--- src/rtl/cyc_timer_pkg.sv ---
package cyc_timer_pkg;
   typedef enum logic [1:0] {
      MODE_W13  = 2'b00,
      MODE_W16  = 2'b01,
      MODE_W8R  = 2'b10,
      MODE_HOLD = 2'b11
   } tmode_e;
endpackage

--- src/rtl/cyc_timer_prescale.sv ---
module cyc_timer_prescale #(
   parameter int DIV = 12
) (
   input  logic clk,
   input  logic rst_n,
   input  logic run_en,
   output logic tick
);
   localparam int PW = (DIV > 1) ? $clog2(DIV) : 1;
   localparam logic [PW-1:0] LAST = PW'(DIV - 1);

   if (DIV < 2) begin : g_bad_div
      $error("cyc_timer_prescale: DIV must be at least 2");
   end

   logic [PW-1:0] phase;

   always_ff @(posedge clk or negedge rst_n) begin
      if (!rst_n)
         phase <= '0;
      else if (run_en)
         phase <= (phase == LAST) ? '0 : phase + 1'b1;
   end

   assign tick = run_en && (phase == LAST);

   AST_PHASE_HOLD: assert property (@(posedge clk) disable iff (!rst_n)
      !run_en |=> $stable(phase));
   AST_TICK_SPACING: assert property (@(posedge clk) disable iff (!rst_n)
      tick |=> !tick);
endmodule

--- src/rtl/cyc_timer_count.sv ---
module cyc_timer_count
   import cyc_timer_pkg::*;
#(
   parameter int REG_W  = 8,
   parameter int SUB_W  = 5
) (
   input  logic             clk,
   input  logic             rst_n,
   input  logic             tick,
   input  tmode_e           mode,
   input  logic             wr_hi,
   input  logic             wr_lo,
   input  logic [REG_W-1:0] wr_data,
   input  logic             ovf_clr,
   output logic [REG_W-1:0] hi,
   output logic [REG_W-1:0] lo,
   output logic             ovf_flag
);
   if (SUB_W < 1 || SUB_W >= REG_W) begin : g_bad_sub
      $error("cyc_timer_count: SUB_W must lie in 1..REG_W-1");
   end

   logic [REG_W-1:0] nxt_hi, nxt_lo;
   logic [SUB_W-1:0] sub_inc;
   logic             wrap;
   logic             any_wr;

   assign any_wr  = wr_hi | wr_lo;
   assign sub_inc = lo[SUB_W-1:0] + 1'b1;

   always_comb begin
      nxt_hi = hi;
      nxt_lo = lo;
      wrap   = 1'b0;
      unique case (mode)
         MODE_W13: begin
            nxt_lo[SUB_W-1:0] = sub_inc;
            if (&lo[SUB_W-1:0]) begin
               nxt_hi = hi + 1'b1;
               wrap   = &hi;
            end
         end
         MODE_W16: begin
            {nxt_hi, nxt_lo} = {hi, lo} + 1'b1;
            wrap             = &{hi, lo};
         end
         MODE_W8R: begin
            if (&lo) begin
               nxt_lo = hi;
               wrap   = 1'b1;
            end else begin
               nxt_lo = lo + 1'b1;
            end
         end
         default: ;
      endcase
   end

   always_ff @(posedge clk or negedge rst_n) begin
      if (!rst_n) begin
         hi <= '0;
         lo <= '0;
      end else if (any_wr) begin
         if (wr_hi) hi <= wr_data;
         if (wr_lo) lo <= wr_data;
      end else if (tick) begin
         hi <= nxt_hi;
         lo <= nxt_lo;
      end
   end

   always_ff @(posedge clk or negedge rst_n) begin
      if (!rst_n)
         ovf_flag <= 1'b0;
      else if (tick && !any_wr && wrap)
         ovf_flag <= 1'b1;
      else if (ovf_clr)
         ovf_flag <= 1'b0;
   end

   AST_FLAG_STICKY: assert property (@(posedge clk) disable iff (!rst_n)
      ovf_flag && !ovf_clr |=> ovf_flag);
   AST_WRITE_WINS: assert property (@(posedge clk) disable iff (!rst_n)
      wr_lo |=> lo == $past(wr_data));
   AST_IDLE_HOLD: assert property (@(posedge clk) disable iff (!rst_n)
      !tick && !any_wr |=> $stable(hi) && $stable(lo));
   AST_RELOAD: assert property (@(posedge clk) disable iff (!rst_n)
      tick && !any_wr && mode == MODE_W8R && (&lo) |=> lo == $past(hi) && ovf_flag);
   AST_FROZEN: assert property (@(posedge clk) disable iff (!rst_n)
      mode == MODE_HOLD && !any_wr |=> $stable(hi) && $stable(lo));
   AST_SUB_UPPER: assert property (@(posedge clk) disable iff (!rst_n)
      mode == MODE_W13 && !wr_lo |=> $stable(lo[REG_W-1:SUB_W]));
endmodule

--- src/rtl/cyc_timer.sv ---
module cyc_timer
   import cyc_timer_pkg::*;
#(
   parameter int DIV   = 12,
   parameter int REG_W = 8,
   parameter int SUB_W = 5
) (
   input  logic             clk,
   input  logic             rst_n,
   input  logic             run_en,
   input  logic [1:0]       mode,
   input  logic             wr_hi,
   input  logic             wr_lo,
   input  logic [REG_W-1:0] wr_data,
   output logic [REG_W-1:0] rd_hi,
   output logic [REG_W-1:0] rd_lo,
   output logic             ovf_flag,
   input  logic             ovf_clr
);
   logic tick;

   cyc_timer_prescale #(.DIV(DIV)) u_pre (
      .clk    (clk),
      .rst_n  (rst_n),
      .run_en (run_en),
      .tick   (tick)
   );

   cyc_timer_count #(.REG_W(REG_W), .SUB_W(SUB_W)) u_cnt (
      .clk      (clk),
      .rst_n    (rst_n),
      .tick     (tick),
      .mode     (tmode_e'(mode)),
      .wr_hi    (wr_hi),
      .wr_lo    (wr_lo),
      .wr_data  (wr_data),
      .ovf_clr  (ovf_clr),
      .hi       (rd_hi),
      .lo       (rd_lo),
      .ovf_flag (ovf_flag)
   );

   AST_NO_COUNT_IDLE: assert property (@(posedge clk) disable iff (!rst_n)
      !run_en && !wr_hi && !wr_lo |=> $stable(rd_hi) && $stable(rd_lo));
endmodule

--- config.mk ---
export PLATFORM = sky130hd
export DESIGN_NAME = cyc_timer
export DESIGN_NICKNAME = d
export VERILOG_FILES = /design/src/rtl/cyc_timer_pkg.sv /design/src/rtl/cyc_timer_prescale.sv /design/src/rtl/cyc_timer_count.sv /design/src/rtl/cyc_timer.sv
export SDC_FILE = /design/constraint.sdc
export NUM_CORES = 1
export LEC_CHECK = 0
export ABC_CLOCK_PERIOD_IN_PS = 5350
export BUFFER_PORTS_ARGS = -buffer_cell sky130_fd_sc_hd__buf_2
export CAP_MARGIN = 10
export CORE_MARGIN = 2
export CORE_UTILIZATION = 59
export DETAILED_ROUTE_END_ITERATION = 16
export PLACE_DENSITY = 0.93
export SLEW_MARGIN = 20
export SYNTH_ARGS = -nofsm -noshare
export SYNTH_HDL_FRONTEND = slang
export SYNTH_SLANG_ARGS = --single-unit
--- constraint.sdc ---
create_clock -name clk -period 5.35 [get_ports clk]
set_clock_uncertainty 0.2 [all_clocks]
set_input_delay 0 -clock clk [delete_from_list [all_inputs] [get_ports clk]]
set_output_delay 0 -clock clk [all_outputs]
set_load 0.05 [all_outputs]
==> metrics.yaml <==
route:
  ant_nets: 0
  avgRoutedWirePerCell_um: 18.11
  drt-initial-drc-count: 121
  highest_layer: "met4"
  drc_errors: 0
  drt_pass1_iterations: 5
  met1_length_um: 1915
  wl_met2_um: 2282
  wl_um: 4908
  wl_met3_um: 540
  viasPerCell: 6.882
  via_count: 1865
power:
  power.density_nw_per_um2: 266.2
  max-vdd-ir-drop_mv: 0.2660
  p_total_mw: 0.5382
  leakage_nw: 0.8641
outcome:
  status: "finished clean"
sta:
  finalCritPeriodShare: 0.5442
  rsz0062_at_grt: "false"
  setup_violations: 0
  fmax_mhz: 343.5
  hold_slack_ps: 22.64
  fin_crit_ps: 2911
  setup_ws_ps: 2439
  setup_tns_ps: 0
  drv_slew: 0
  hold_viol_final: 0
  tightest_slew_ps: 824.4
  relSlewSlack: 0.4484
yosys:
  synth_area_leader_cell: "dfrtp_1"
  ys_types: 55
  yosys-top-cells-area: "dfrtp_1 (31%), ha_1 (5.9%), nand2_1 (4.2%), nor2_1 (3.3%), a31oi_1 (3.0%)"
  async_reset_ff_frac: 1.000
  synth_nets: 220
  syn_area_um2: 1683
  ys_ff_latch: 21
  yosysWarnings: 0
  synthFlopType: "dfrtp_1"
  synth_edf_count: 0
  postSynthAreaPerCell_um2: 8.586
  yosysTopAreaCellShare: 0.3123
  seq_area_frac_synth: 0.3123
  syn_inst: 196
floorplanning:
  die_area_um2: 3295
  coreArea_um2: 2734
  die_x_um: 57.41
  start_util: 0.6156
  io_pins: 33
  die_h_um: 57.41
  rows: 19
layout:
  drive_gt1_frac: 0.1917
  final_util: 0.7396
  final_cell_mix: "buf_2 (33), dfrtp_1 (21), nand2_1 (19), dlygate4sd3_1 (18), nor2_1 (15)"
  area_growth_pct: 20.15
  finalInstanceArea_um2: 2022
  fin_nets: 265
  layout.cells.non_filler: 271
  final_common_cell: "buf_2"
  antenna_cells: 0
placed_design:
  dpl_worst_slack_ps: 2852
  dpl-instance-area_um2: 1810
  place_hpwl_um: 3325
  portBuffers: 32
  gp_congestion: 1.035
  dp_cells: 248
grt:
  grt_pass1_wl_um: 7921
  grt_max_degree: 22
  grt_pass1_vias: 1634
  grtUsageTotal: 0.3083
  antenna_found_initial: 0
  grt-ovfl-total: 0
worst_setup_path:
  endpoint: "u_cnt.hi[3]"
  cp.required_ps: 5380
  cp_data_arrival_time_ps: 2940
  rr_endpoint: "u_cnt.hi[3]"
  worstSetupPathType: "reg -> reg"
  crit_fanout: 6
  rr_worst_depth: 9
  worst_setup_path_start_kind: "flip-flop"
  reg2reg_setup_slack_ps: 2440
  cp-end-kind: "flip-flop"
  timing.rr.start: "u_cnt.lo[0]"
  crit_path_start: "u_cnt.lo[0]"
clocking:
  htreeDepth: 1
  clk_latency_ps: 330
  cts_resized: 0
  clkSinkCount: 21
  cts.clk_slew.worst_paths_ps: 130
  cts_buffers: 3
  cts_tree: "built"
  root_buffer: "clkbuf_4"
  clk_path_buf_depth: 2
job:
  maxCapViolCount: 0
hold_path:
  min_path_type: "in -> async"
area by class of cell:
class	count	area, µm²
fill	210	711.9
clock buffer	4	26.28
timing repair buffer	51	345.3
multi-input combinational	155	1052
sequential	21	525.5
tap	31	38.79
inverter	9	33.78
routing by layer:
metal	up-vias	global-route usage
met2	149	0.4773
li1	852	-
met5	-	0
met3	27	0.04535
met4	0	0.1163
met1	837	0.4362
power by group:
| group | switching [mW] | internal, mW | total, mW |
|---|---|---|---|
| Sequential | 0.0429 | 0.188 | 0.231 |
| Clock | 0.0547 | 0.0292 | 0.0840 |
| Combinational | 0.138 | 0.0854 | 0.224 |
| Total | 0.236 | 0.302 | 0.538 |
cells in the mapped netlist, types with 2 or more instances:
cell and count:
buf_6 3, a41o_1 3, a21boi_0 5, ha_1 8
nand4_1 3, nor4b_1 3, dfrtp_1 21, o21ai_0 9
o22ai_1 6, o211a_1 2, or4_1 2, nor4_1 5
and4_4 2, a31oi_1 8, mux2_2 3, nor3_1 7
a21oi_1 7, nand3_1 10, nand2_1 19, and3_1 2
xnor2_1 2, clkbuf_1 2, a221oi_1 2, o31ai_1 2
buf_2 6, nor2_1 15, a311oi_1 3, inv_1 9
state kept, by name, indices dropped and copies added (netlist names):
register and cells:
u_pre.phase 4, u_cnt.hi 8, u_cnt.ovf_flag 1, u_cnt.lo 8
critical path: stages, from the launching register on:
cell and delay (ps):
dfrtp_1 450, ha_1 280, nand2_1 140, nor2_1 120, ha_1 230, mux2i_1 150
nor4_1 310, a21oi_1 120, a221o_1 280, dlygate4sd3_1 550
how the worst min path moves through the flow:
stage	end	from	cells past startpoint	slack, ps
final	u_cnt.lo[3]	rst_n	3	20
after CTS	u_cnt.lo[4]	mode[1]	4	160
after global placement	u_cnt.lo[2]	rst_n	1	-210
after global routing	u_cnt.lo[2]	rst_n	3	80
after detailed placement	u_cnt.lo[2]	rst_n	1	-210
after floorplan	u_cnt.hi[0]	rst_n	0	-500
repair_timing:
item	CTS	global route
hold buffers	19	0
setup endpoints to repair	0	0
buffers inserted	0	0
hold endpoints to repair	42	0
cells by family (layout without fill, tap and decap cells):
kind of cell / Yosys count / in the layout / share of synthesized area
multiplexers: 4 / 4 / 0.02602
adder cells (fa/ha/maj): 8 / 8 / 0.05948
flip-flops: 21 / 21 / 0.3123
AND/OR/NAND/NOR: 77 / 77 / 0.2446
AO/OA/AOI/OAI: 63 / 63 / 0.2796
XOR/XNOR: 3 / 3 / 0.01562
buffers and inverters: 20 / 64 / 0.06245
Note: power is estimated with default switching activity, not from simulation.
